$ cat src/rtl/cwf_pkg.sv
package cwf_pkg;

    localparam int ROWS_PER_LINE = 8;
    localparam int ROW_W         = $clog2(ROWS_PER_LINE);
    localparam int DATA_W        = 64;
    localparam int LANES         = DATA_W / 8;

    typedef logic [ROW_W-1:0]  row_t;
    typedef logic [DATA_W-1:0] dword_t;

    typedef enum logic {
        FILL_IDLE = 1'b0,
        FILL_BUSY = 1'b1
    } fill_state_e;

    // Next row inside the line, wrapping at the line boundary.
    function automatic row_t row_step(row_t r);
        return row_t'(r + 1'b1);
    endfunction

    // Final row of a burst that starts at s.
    function automatic row_t row_final(row_t s);
        return row_t'(s - 1'b1);
    endfunction

endpackage

$ cat src/rtl/cwf_issue.sv
module cwf_issue
    import cwf_pkg::*;
(
    input  logic             clk,
    input  logic             rst,
    input  logic             start,
    input  logic [ROW_W-1:0] start_row,
    input  logic             stall,
    output logic             stb,
    output logic [ROW_W-1:0] row
);

    row_t last_q;

    always_ff @(posedge clk) begin
        if (rst) begin
            stb    <= 1'b0;
            row    <= '0;
            last_q <= '0;
        end else if (start) begin
            stb    <= 1'b1;
            row    <= start_row;
            last_q <= row_final(start_row);
        end else if (stb && !stall) begin
            if (row == last_q) begin
                stb <= 1'b0;
            end else begin
                row <= row_step(row);
            end
        end
    end

endmodule

$ cat src/rtl/cwf_track.sv
module cwf_track
    import cwf_pkg::*;
(
    input  logic                     clk,
    input  logic                     rst,
    input  logic                     start,
    input  logic [ROW_W-1:0]         start_row,
    input  logic                     ack,
    output logic [ROWS_PER_LINE-1:0] rows_valid,
    output logic [ROW_W-1:0]         ack_row,
    output logic                     first_ack,
    output logic                     final_ack
);

    row_t start_q;

    always_ff @(posedge clk) begin
        if (rst) begin
            ack_row <= '0;
            start_q <= '0;
        end else if (start) begin
            ack_row <= start_row;
            start_q <= start_row;
        end else if (ack) begin
            ack_row <= row_step(ack_row);
        end
    end

    for (genvar r = 0; r < ROWS_PER_LINE; r++) begin : g_row_valid
        always_ff @(posedge clk) begin
            if (rst || start) begin
                rows_valid[r] <= 1'b0;
            end else if (ack && (ack_row == ROW_W'(r))) begin
                rows_valid[r] <= 1'b1;
            end
        end
    end

    assign first_ack = ack && (ack_row == start_q);
    assign final_ack = ack && (ack_row == row_final(start_q));

endmodule

$ cat src/rtl/cwf_probe.sv
module cwf_probe
    import cwf_pkg::*;
#(
    parameter int IDX_W = 4,
    parameter int TAG_W = 20
) (
    input  logic                     filling,
    input  logic [IDX_W-1:0]         line_index,
    input  logic [TAG_W-1:0]         line_tag,
    input  logic [ROWS_PER_LINE-1:0] rows_valid,
    input  logic                     probe_valid,
    input  logic                     probe_load,
    input  logic [IDX_W-1:0]         probe_index,
    input  logic [TAG_W-1:0]         probe_tag,
    input  logic [ROW_W-1:0]         probe_row,
    output logic                     probe_hit
);

    logic same_line;
    logic row_ready;

    always_comb begin
        same_line = filling && probe_valid &&
                    (probe_index == line_index) && (probe_tag == line_tag);
        // Stores may merge before the row lands; loads wait for it.
        row_ready = !probe_load || rows_valid[probe_row];
        probe_hit = same_line && row_ready;
    end

endmodule

$ cat src/rtl/cwf_refill.sv
module cwf_refill
    import cwf_pkg::*;
#(
    parameter  int IDX_W = 4,
    parameter  int TAG_W = 20,
    parameter  int WAYS  = 2,
    localparam int WAY_W = (WAYS > 1) ? $clog2(WAYS) : 1,
    localparam int ADR_W = TAG_W + IDX_W + ROW_W
) (
    input  logic                     clk,
    input  logic                     rst,
    input  logic                     miss_valid,
    input  logic [IDX_W-1:0]         miss_index,
    input  logic [TAG_W-1:0]         miss_tag,
    input  logic [ROW_W-1:0]         miss_row,
    input  logic [WAY_W-1:0]         miss_way,
    output logic                     busy,
    output logic                     bus_cyc,
    output logic                     bus_stb,
    output logic [ADR_W-1:0]         bus_adr,
    input  logic                     bus_stall,
    input  logic                     bus_ack,
    input  logic [DATA_W-1:0]        bus_dat,
    output logic [WAYS-1:0]          ram_we,
    output logic [IDX_W+ROW_W-1:0]   ram_row,
    output logic [LANES-1:0]         ram_sel,
    output logic [DATA_W-1:0]        ram_data,
    output logic                     tag_we,
    output logic [IDX_W-1:0]         tag_index,
    output logic [WAY_W-1:0]         tag_way,
    output logic [TAG_W-1:0]         tag_value,
    output logic                     line_valid_set,
    output logic [IDX_W-1:0]         line_valid_index,
    output logic [WAY_W-1:0]         line_valid_way,
    output logic [ROWS_PER_LINE-1:0] rows_valid,
    output logic                     miss_done,
    output logic [DATA_W-1:0]        miss_data,
    input  logic                     probe_valid,
    input  logic                     probe_load,
    input  logic [IDX_W-1:0]         probe_index,
    input  logic [TAG_W-1:0]         probe_tag,
    input  logic [ROW_W-1:0]         probe_row,
    output logic                     probe_hit,
    output logic [WAY_W-1:0]         probe_way
);

    fill_state_e      state_q;
    logic [IDX_W-1:0] idx_q;
    logic [TAG_W-1:0] tag_q;
    logic [WAY_W-1:0] way_q;
    logic             tag_arm_q;
    logic             tag_we_q;

    logic accept;
    logic filling;
    logic ack_in;
    row_t issue_row;
    row_t ack_row;
    logic first_ack;
    logic final_ack;
    logic issue_stb;

    assign filling = (state_q == FILL_BUSY);
    assign accept  = miss_valid && (state_q == FILL_IDLE);
    assign ack_in  = bus_ack && filling;

    // Control state and captured request
    always_ff @(posedge clk) begin
        if (rst) begin
            state_q   <= FILL_IDLE;
            idx_q     <= '0;
            tag_q     <= '0;
            way_q     <= '0;
            tag_arm_q <= 1'b0;
            tag_we_q  <= 1'b0;
        end else begin
            tag_we_q  <= tag_arm_q;
            tag_arm_q <= 1'b0;
            if (accept) begin
                state_q   <= FILL_BUSY;
                idx_q     <= miss_index;
                tag_q     <= miss_tag;
                way_q     <= miss_way;
                tag_arm_q <= 1'b1;
            end else if (final_ack) begin
                state_q <= FILL_IDLE;
            end
        end
    end

    cwf_issue u_issue (
        .clk       (clk),
        .rst       (rst),
        .start     (accept),
        .start_row (miss_row),
        .stall     (bus_stall),
        .stb       (issue_stb),
        .row       (issue_row)
    );

    cwf_track u_track (
        .clk        (clk),
        .rst        (rst),
        .start      (accept),
        .start_row  (miss_row),
        .ack        (ack_in),
        .rows_valid (rows_valid),
        .ack_row    (ack_row),
        .first_ack  (first_ack),
        .final_ack  (final_ack)
    );

    cwf_probe #(
        .IDX_W (IDX_W),
        .TAG_W (TAG_W)
    ) u_probe (
        .filling     (filling),
        .line_index  (idx_q),
        .line_tag    (tag_q),
        .rows_valid  (rows_valid),
        .probe_valid (probe_valid),
        .probe_load  (probe_load),
        .probe_index (probe_index),
        .probe_tag   (probe_tag),
        .probe_row   (probe_row),
        .probe_hit   (probe_hit)
    );

    // Bus side
    assign busy    = filling;
    assign bus_cyc = filling;
    assign bus_stb = issue_stb;
    assign bus_adr = {tag_q, idx_q, issue_row};

    // Data RAM write port: one enable per way
    for (genvar w = 0; w < WAYS; w++) begin : g_way_we
        assign ram_we[w] = ack_in && (way_q == WAY_W'(w));
    end
    assign ram_row  = {idx_q, ack_row};
    assign ram_sel  = '1;
    assign ram_data = bus_dat;

    // Tag write, one cycle after the refill starts
    assign tag_we    = tag_we_q;
    assign tag_index = idx_q;
    assign tag_way   = way_q;
    assign tag_value = tag_q;

    // Completion
    assign line_valid_set   = final_ack;
    assign line_valid_index = idx_q;
    assign line_valid_way   = way_q;
    assign miss_done        = first_ack;
    assign miss_data        = bus_dat;
    assign probe_way        = way_q;

endmodule

$ cat config.mk
export PLATFORM = sky130hd
export DESIGN_NAME = cwf_refill
export DESIGN_NICKNAME = d
export VERILOG_FILES = /design/src/rtl/cwf_pkg.sv /design/src/rtl/cwf_issue.sv /design/src/rtl/cwf_track.sv /design/src/rtl/cwf_probe.sv /design/src/rtl/cwf_refill.sv
export SDC_FILE = /design/constraint.sdc
export NUM_CORES = 1
export LEC_CHECK = 0
export ABC_AREA = 1
export BUFFER_PORTS_ARGS = -buffer_cell sky130_fd_sc_hd__buf_2
export CAP_MARGIN = 20
export CORE_AREA = 2 2 132 134
export DETAILED_ROUTE_END_ITERATION = 6
export DIE_AREA = 0 0 134 136
export PLACE_DENSITY = 0.67
export SYNTH_ARGS = -nofsm -noshare
export SYNTH_HDL_FRONTEND = slang
export SYNTH_SLANG_ARGS = --single-unit
$ cat constraint.sdc
create_clock -name clk -period 1.32 [get_ports clk]
set_input_delay 0.198 -clock clk [delete_from_list [all_inputs] [get_ports clk]]
set_output_delay 0.198 -clock clk [all_outputs]
set_load 0.01 [all_outputs]
==> impl_metrics.ini, run 1 <==
[synth]
syn_inst = 544
synth-seq-cells = 49
ys_types = 32
synth_area_leaders = buf_4, dfxtp_1, nand2_1, inv_1, o21ai_0
synth_edf_count = 0
ys_warn_count = 0
yosysSeqAreaShare = 0.2580
mappedNetlistArea_mm2 = 0.003802
synth.avg_cell_area_um2 = 6.990
ys_async_sr_fraction = 0
yosys.area.top_type = buf_4
synth_top_area_share = 0.3416
ys.flop_type = dfxtp_1

[die]
die_area_mm2 = 0.01822
die_x_um = 134
ios = 344
start_util = 0.2253
rows = 48
fp.dieH_um = 136
core_region_area_mm2 = 0.01688

[timing]
skew_ns = 0.005683
fin_crit_sh = 1.345
final-setup-viol-count = 51
finalCriticalPeriod_ns = 1.775
finalHoldViolations = 0
fin_ws_ns = -0.4553
timing.fmax_mhz = 563.3
rsz0062_at_grt = yes
drv_slew = 0

[worst_setup_path]
cp_top_family = simple AND/OR/NAND/NOR gates
worst-path-buf-inv = 2
r2r_end = tag_value[10]
cp_max_fo = 3
rrSetupSlack_ns = -0.21
worstPathRequired_ns = 1.12
path_cells = inv_2, nand2_2, o21ai_2, nor2_2, nand3_1, nor2_1, nand2_2, nor2_1, buf_2
critPathMaxStageDelay_ns = 0.34
crit_start = line_valid_index[2]
worst_setup_path_end_kind = output pin
arrival_ns = 1.58
reg2reg_depth = 9
cpMaxStageDelayCell = dfxtp_2
crit_path_end = probe_hit
r2r-start = bus_cyc
path_class = reg2out
start_kind = flop
cp.depth = 9

[hold_path]
worstHoldStart = miss_tag[16]
hp-class = in2reg

[finish]
layout-drive-gt1-share = 0.5781
diodes = 0
area_delta_synth_final_pct = 28.89
multi_input_area_mm2 = 0.001643
nFillCells = 1847
fin_nets = 736
regArea_mm2 = 0.001013

[global_route]
grt_max_degree = 18
grt_pass1_vias = 3076
grtUsageTotal = 0.1250
overflow = 0
grt_pass1_wl_um = 16870
antenna_found_initial = 0

[clocking]
path_clk_slew_ns = 0.07
worstSkewPairLatency_ns = 0.30
cts_max_path_buffers = 2
clock-root-buffer = clkbuf_16
htreeDepth = 2
clock_sinks = 49
cts_tree = yes
cts_buffers = 5

[run_status]
run_status = finished with violations
violations = setup timing

[route]
dr.first_iter.drc_count = 105
wirelength_um = 12260
ant_nets = 0
vias_per_cell = 3.952
num_vias = 3268
post_drt_wl_per_cell_um = 14.83
drc = 0
drt_first_pass_iters = 4

[placement]
place_hpwl_um = 8994
gp_congestion = 0.7815
pre_cts_ws_ns = -0.3998
io_buffer_count = 143

[flow_run]
maxCapViolCount = 0

[power]
vdd_drop_max_mv = 0.4184
p_total_w = 0.004385
leakagePower_nw = 2.516
pwr_density_cell_mw_per_mm2 = 894.8
==> layout by cell type (no fill, tap or decap), drive strengths merged <==
cell / Yosys / routed
o211ai: 3 / 3
conb: 1 / 8
a21oi: 12 / 12
or2: 1 / 1
clkinvlp: 0 / 1
dfxtp: 49 / 49
o22ai: 2 / 2
a31oi: 6 / 6
xnor2: 4 / 4
inv: 67 / 67
xor2: 3 / 3
clkbuf: 1 / 9
buf: 178 / 219
clkinv: 1 / 2
nand4: 1 / 1
nor2: 33 / 33
nand2: 115 / 115
o32ai: 1 / 1
nor4: 1 / 1
o21ai: 41 / 41
nor3: 1 / 1
nand3: 14 / 14
ha: 9 / 9
==> report_power, final <==
part,switching [W],leakage [nW],internal [W],total (W)
clock network,0.000646,0.0735,0.000764,0.00141
registers,0.0000783,0.411,0.00157,0.00165
logic,0.000693,2.03,0.000630,0.00132
total,0.00142,2.52,0.00297,0.00439
==> worst min-delay path: stages <==
cell,delay [ns]
buf_2,0.08
nand2_1,0.04
o21ai_0,0.05
==> state kept, by name, summed over array words and instances (netlist names) <==
name and flops:
u_issue.last_q 3, tag_arm_q 1, u_issue.row 3, u_track.ack_row 3, u_issue.stb 1, line_valid_way 1, tag_we 1, tag_value 20
bus_cyc 1, u_track.start_q 3, u_track.rows_valid 8, line_valid_index 4
==> synth_stat cells, types with 4 or more instances <==
cell type,number
a21oi_1,12
dfxtp_1,49
nor2_1,31
xnor2_1,4
nand3_1,14
ha_1,9
buf_4,173
o21ai_1,4
nand2_1,113
a31oi_1,6
o21ai_0,36
inv_1,65
==> routing by layer <==
| metal | vias to the layer above | routed length (µm) | share of wire | global-route usage |
|---|---|---|---|---|
| li1 | 1609 | - | - | - |
| met4 | 0 | 430 | 0.035 | 0.06383 |
| met2 | 152 | 5713 | 0.47 | 0.1960 |
| met1 | 1466 | 5103 | 0.42 | 0.1489 |
| met3 | 41 | 1016 | 0.083 | 0.04773 |
| met5 | - | 0 | 0 | 0 |
==> cell families after synthesis <==
family / after synthesis / synth area share
buf+inv: 247 / 0.4202
simple gates: 166 / 0.1830
compound gates: 65 / 0.09214
flops: 49 / 0.2580
fa+ha+maj: 9 / 0.02962
xor+xnor: 7 / 0.01612
other cells: 1 / 0.0009862
==> area by class of cell <==
class                      count  area share
multi-input combinational    255      0.3352
clock buffer                   6     0.02834
timing repair buffer         222      0.3148
clock inverter                 2    0.003319
tap                          225     0.05744
sequential                    49      0.2068
inverter                      68     0.05412
==> metrics by stage <==
step / hold slack [ns] / cell area (µm²) / utilization / TNS (ns) / std cells
final: 0.09453 / 4901 / 0.2904 / -7.376 / 827
after global routing: 0.08985 / 4901 / 0.2904 / -11.49 / 827
after CTS: 0.06631 / 4422 / 0.2620 / -3.452 / 820
after detailed placement: 0.3961 / 3969 / 0.2352 / -0.5210 / 797
after global placement: 0.3889 / 3969 / 0.2352 / -0.5834 / 797
after floorplan: 0.3011 / 3834 / - / 0 / 551
==> how the worst min path moves through the flow <==
| stage | depth (start not counted) | to | slack, ns |
|---|---|---|---|
| after detailed placement | 0 | miss_data[15] | 0.40 |
| final | 3 | tag_value[16] | 0.09 |
| after global routing | 3 | tag_value[1] | 0.09 |
| after floorplan | 2 | tag_value[13] | 0.30 |
| after CTS | 3 | tag_value[14] | 0.07 |
| after global placement | 3 | tag_value[14] | 0.39 |
==> timing repair <==
| action | CTS | global route |
|---|---|---|
| gates cloned | 1 | 3 |
| buffers inserted | 14 | 11 |
| endpoints found under the setup margin | 8 | 54 |
| resized for setup | 57 | 125 |
| hold buffers | 0 | 0 |
| pin swaps | 15 | 32 |
(Power assumes the default switching activity.)
==> run 2, diff against run 1 <==
Settings changed: CELL_PAD_IN_SITES_DETAIL_PLACEMENT set to 1, CELL_PAD_IN_SITES_GLOBAL_PLACEMENT set to 1, CORE_AREA 2 2 132 134 to not set, CORE_UTILIZATION set to 22, DIE_AREA 0 0 134 136 to not set, PLACE_DENSITY 0.67 to 0.89, SYNTH_HIERARCHICAL set to 1.
==> impl_metrics.ini, run 2 <==
[timing]
finalCriticalPeriod_ns = 1.729
timing.fmax_mhz = 578.4
skew_ns = 0.009673
relSlewSlack = 0.6470
fin_crit_sh = 1.310
finalHoldViolations = 0
final-setup-viol-count = 23
worst_hold_slack_ns = 0.1937
drv_slew = 0
worst_pin_slew_ns = 0.5288
fin_ws_ns = -0.4090
rsz0062_at_grt = yes

[synth]
synth_area_leaders = buf_4, dfxtp_1, nand2_1, inv_1, nor2_1
yosys.area.top_type = buf_4
ys_top_cells_by_count = buf_4, nand2_1, inv_1
yosysMostFrequentCell = buf_4
synth_top_family_by_area = buffers and inverters
synth_edf_count = 0
synth_fa_ha_area_frac = 0.02707
yosysSeqAreaShare = 0.2358
synth-compound-area-share = 0.04211
synth_xor_area_frac = 0.01895
synth-seq-cells = 49
ys.flop_type = dfxtp_1
mappedNetlistArea_mm2 = 0.004160
synth_top_area_share = 0.3104
synth.avg_cell_area_um2 = 6.470
synthMuxAreaShare = 0
ys_async_sr_fraction = 0
syn_inst = 643
ys_types = 28
ys_warn_count = 6
synthSimpleGateAreaFrac = 0.2586

[route]
drt_first_pass_iters = 4
num_vias = 3663
drc = 0
ant_nets = 0
dr.first_iter.drc_count = 40
post_drt_wl_per_cell_um = 14.51
vias_per_cell = 4.065
wirelength_um = 13070

[global_route]
grt_pass1_wl_um = 19020
grtUsageTotal = 0.1273
antenna_found_initial = 0
grt_pass1_vias = 3658
grt_max_degree = 27
overflow = 0

[worst_setup_path]
arrival_ns = 1.53
cp_max_fo = 4
worstPathRequired_ns = 1.12
cp_top_family = simple AND/OR/NAND/NOR gates
cpMaxStageDelayCell = dfxtp_2
worst_setup_path_end_kind = output pin
rrSetupSlack_ns = -0.15
crit_top_cell = nand2_1
reg2reg_depth = 11
r2r-start = bus_cyc
critPathMaxStageDelay_ns = 0.36
r2r_end = u_issue/row[2]
start_kind = flop
worst-path-buf-inv = 3
path_cells = inv_1, nand2_1, nand2_1, inv_1, nand2_1, nor2_2, nand2_1, nor2_2, nand2_2, nor2_1, buf_2
path_class = reg2out

[die]
ios = 344
core_region_area_mm2 = 0.01827
die_x_um = 139.5
die_area_mm2 = 0.01946
start_util = 0.2277
fp.dieH_um = 139.5
rows = 49

[run_status]
violations = setup timing
run_status = finished with violations

[hold_path]
hp-class = in2reg
min_to = u_track/ack_row[2]
min_path_cells = 3
worstHoldStart = miss_row[2]

[power]
vdd_drop_max_mv = 0.4516
p_total_w = 0.004678
leakagePower_nw = 2.644
pwr_density_cell_mw_per_mm2 = 970.3

[finish]
diodes = 0
fin_nets = 806
layout-drive-gt1-share = 0.4286
largest_register_ffs = 20
finalNonFillerCells = 901
final_util = 0.2639
final_common_cell = buf_2
area_delta_synth_final_pct = 15.88
final_cell_mix = buf_2, nand2_1, inv_1, nor2_1, nand3_1
final_cell_area_mm2 = 0.004821

[flow_run]
maxCapViolCount = 0

[clocking]
cts_buffers = 5
htreeDepth = 2
cts_tree = yes
cts_hold_buf = 0
clock_sinks = 49
path_clk_slew_ns = 0.08
clock-root-buffer = clkbuf_16
cts_max_path_buffers = 2
worstSkewPairLatency_ns = 0.30

[placement]
gp_congestion = 0.7823
placedCellCount = 880
dpl_cell_area_mm2 = 0.004156
place_hpwl_um = 9684
io_buffer_count = 143
==> run 2: worst max-delay path by stage <==
stage / slack [ns] / cells after the start / from / endpoint
global route: -0.57 / 9 / tag_value[3] / probe_hit
global placement: -0.22 / 8 / tag_value[6] / probe_hit
finish: -0.41 / 11 / tag_value[2] / probe_hit
floorplan: 0.004 / 10 / bus_cyc / u_issue/row[0]
detailed placement: -0.23 / 8 / tag_value[6] / probe_hit
CTS: -0.43 / 8 / tag_value[6] / probe_hit
==> run 2: timing repair <==
action,CTS,global route
gates cloned,1,3
endpoints found under the setup margin,13,52
pin swaps,16,40
setup buffers,5,5
gates resized for setup,49,62
hold endpoints to repair,0,0
==> run 2: kinds of logic (layout without fill, tap and decap cells) <==
| group | count (synthesis) | count (layout) |
|---|---|---|
| flip-flops | 49 | 49 |
| buffers and inverters | 282 | 304 |
| adder cells (fa/ha/maj) | 9 | 9 |
| AND/OR/NAND/NOR | 261 | 261 |
| AO/OA/AOI/OAI | 32 | 32 |
| other | 1 | 8 |
| XOR/XNOR | 9 | 9 |
==> run 2: layout make-up <==
type,count,area (µm²)
Clock buffer,5,125.1
Clock inverter,3,28.78
Fill cell,2329,13450
Inverter,101,399.1
Multi-Input combinational cell,319,1747
Sequential cell,49,998.5
Tap cell,229,286.5
Timing Repair Buffer,194,1229
Timing Repair inverter,1,7.507
==> run 2: metal layers <==
layer | global-route usage | vias to the layer above | routed length (µm)
met5 | 0.01003 | - | 0
met4 | 0.05146 | 0 | 319
met3 | 0.04370 | 33 | 917
met2 | 0.2325 | 150 | 6792
met1 | 0.1318 | 1689 | 5041
li1 | - | 1791 | -
==> run 2: worst register-to-register path: stages, from the launching register on <==
cell      delay, ns
dfxtp_4        0.37
buf_6          0.12
buf_6          0.10
nor2_4         0.18
clkinv_4       0.14
nand2_4        0.09
nor2_4         0.04
nand2_2        0.07
nand2_4        0.08
nand2_2        0.08
nand2_2        0.05
nor2_2         0.09
==> run 2: power breakdown <==
group	leakage, nW	internal (W)	switching (W)
clock network	0.0763	0.000730	0.000696
logic	2.16	0.000682	0.000865
registers	0.408	0.00160	0.000108
==> run 2: stage by stage <==
stage | setup slack (ns) | TNS (ns)
after floorplan | 0.003773 | 0
after global placement | -0.2206 | -0.3656
after detailed placement | -0.2265 | -0.5423
after CTS | -0.4334 | -1.966
after global routing | -0.5743 | -4.131
final | -0.4090 | -1.988
==> run 3, diff against run 2 <==
Settings changed: CELL_PAD_IN_SITES_DETAIL_PLACEMENT 1 to not set, CELL_PAD_IN_SITES_GLOBAL_PLACEMENT 1 to not set, CORE_AREA set to 5 5 131 133, CORE_UTILIZATION 22 to not set, DIE_AREA set to 0 0 136 138, PLACE_DENSITY 0.89 to 0.73.
==> impl_metrics.ini, run 3 (synthesized netlist as in run 2, its figures left out) <==
[placement]
place_hpwl_um = 8874
io_buffer_count = 143
gp_congestion = 0.8007
dpl_cell_area_mm2 = 0.004140

[route]
vias_per_cell = 4.002
drt_first_pass_iters = 4
top_layer = met5
wirelength_um = 12370
post_drt_wl_per_cell_um = 13.87
wirelength_met1_um = 4696
route.met2.wl_um = 5938
dr.first_iter.drc_count = 114
wl_met3_um = 1372
ant_nets = 0
num_vias = 3570
drc = 0

[worst_setup_path]
worstPathRequired_ns = 1.12
arrival_ns = 1.47
worst_setup_path_end_kind = output pin
worst-path-buf-inv = 2
cp_top_family = simple AND/OR/NAND/NOR gates
critPathMaxStageDelay_ns = 0.35
path_cells = inv_1, nand2_1, o21ai_2, nor2_2, nand3_2, nor2_4, nand2_2, nor2_1, buf_2
start_kind = flop
cpMaxStageDelayCell = dfxtp_2
r2r_end = u_track/rows_valid[5]
path_class = reg2out
rrSetupSlack_ns = -0.21
reg2reg_depth = 9
r2r-start = bus_cyc
cp_max_fo = 3

[timing]
finalCriticalPeriod_ns = 1.672
worst_pin_slew_ns = 0.5497
fin_ws_ns = -0.3523
skew_ns = 0.007473
rsz0062_at_grt = yes
relSlewSlack = 0.6330
fin_crit_sh = 1.267
drv_slew = 0
finalHoldViolations = 0
final-setup-viol-count = 54
timing.fmax_mhz = 598.0

[flow_run]
maxCapViolCount = 0

[global_route]
grt_pass1_vias = 3357
grt_pass1_wl_um = 17550
overflow = 0
grt_max_degree = 27
grtUsageTotal = 0.1185
antenna_found_initial = 3

[die]
start_util = 0.2648
core_region_area_mm2 = 0.01571
rows = 46
fp.dieH_um = 138
die_x_um = 136
die_area_mm2 = 0.01877
ios = 344

[run_status]
violations = setup timing
run_status = finished with violations

[finish]
final_common_cell = buf_2
diodes = 0
fin_nets = 810
largest_register_ffs = 20
final_util = 0.3101
area_delta_synth_final_pct = 17.11
layout-drive-gt1-share = 0.4349
final_cell_mix = buf_2, nand2_1, inv_1, nor2_1, buf_4
final_cell_area_mm2 = 0.004872
nFillCells = 1739

[clocking]
clock-root-buffer = clkbuf_16
clock_sinks = 49
worstSkewPairLatency_ns = 0.29
htreeDepth = 2
cts_tree = yes
path_clk_slew_ns = 0.07
cts_max_path_buffers = 2
cts_hold_buf = 0
cts_buffers = 5

[hold_path]
min_to = tag_value[1]
min_path_cells = 5
hp-class = in2reg
worstHoldStart = miss_tag[1]

[power]
p_total_w = 0.004904
pwr_density_cell_mw_per_mm2 = 1006
leakagePower_nw = 2.679
vdd_drop_max_mv = 0.5240
-- run 3: changes by cell type in the layout (fill, tap and decap cells not counted), moves of 3 or more --
cell and change:
inv_1 -3, inv_2 +4, nor2_2 -5, nand2_1 -3, nand2_2 +3, nand3_4 -3, nand3_2 +5, buf_4 +4
buf_2 -4, nor2_4 +3, inv_6 -3
-- run 3: how the worst max path moves through the flow --
stage | depth (start not counted) | to | from
floorplan | 10 | u_issue/row[0] | bus_cyc
global placement | 9 | probe_hit | tag_value[19]
detailed placement | 9 | probe_hit | tag_value[19]
CTS | 11 | probe_hit | line_valid_index[2]
global route | 9 | probe_hit | tag_value[19]
finish | 9 | probe_hit | tag_value[19]
-- run 3: power breakdown --
part / switching (W) / internal, W / total (W)
clock: 0.000591 / 0.00108 / 0.00167
sequential: 0.000105 / 0.00160 / 0.00170
combinational: 0.000835 / 0.000691 / 0.00153
-- run 3: area by class of cell --
cell class,count,area (µm²),share of cell area
inverters,101,389.1,0.07987
repair inverters,2,15.01,0.003082
flip-flops and latches,49,998.5,0.2049
clock inverters,3,65.06,0.01335
repair buffers,197,1281,0.2630
multi-input cells,319,1728,0.3546
clock buffers,5,125.1,0.02568
well taps,216,270.3,0.05547
-- run 3: stage by stage --
step	TNS, ns	worst slack (ns)	hold WS [ns]	std cells
CTS	-2.015	-0.4442	0.1930	881
detailed placement	-0.5247	-0.2381	0.3961	867
global placement	-0.5377	-0.2656	0.3961	867
global route	-13.13	-0.4837	0.2232	892
finish	-8.088	-0.3523	0.2163	892
floorplan	0	0.003773	0.2597	650
-- run 3: routing by layer --
layer,GRT usage,up-vias
met5,0,-
met4,0.04881,6
met3,0.05406,46
met2,0.1969,183
met1,0.1303,1539
li1,-,1796
-- run 3: worst reg2reg max path, cell delays in order (launching register included) --
cell,delay (ns)
dfxtp_2,0.35
buf_6,0.10
buf_8,0.11
buf_8,0.11
nor2_4,0.06
buf_6,0.11
buf_12,0.13
nor2_4,0.18
clkinvlp_4,0.19
a21oi_1,0.14
-- run 3: what timing repair did --
| item | 4_1_cts | 5_1_grt |
|---|---|---|
| cloned | 1 | 4 |
| pin swaps | 30 | 23 |
| setup endpoints to repair | 9 | 49 |
| resized for setup | 46 | 69 |
| setup buffers | 5 | 11 |
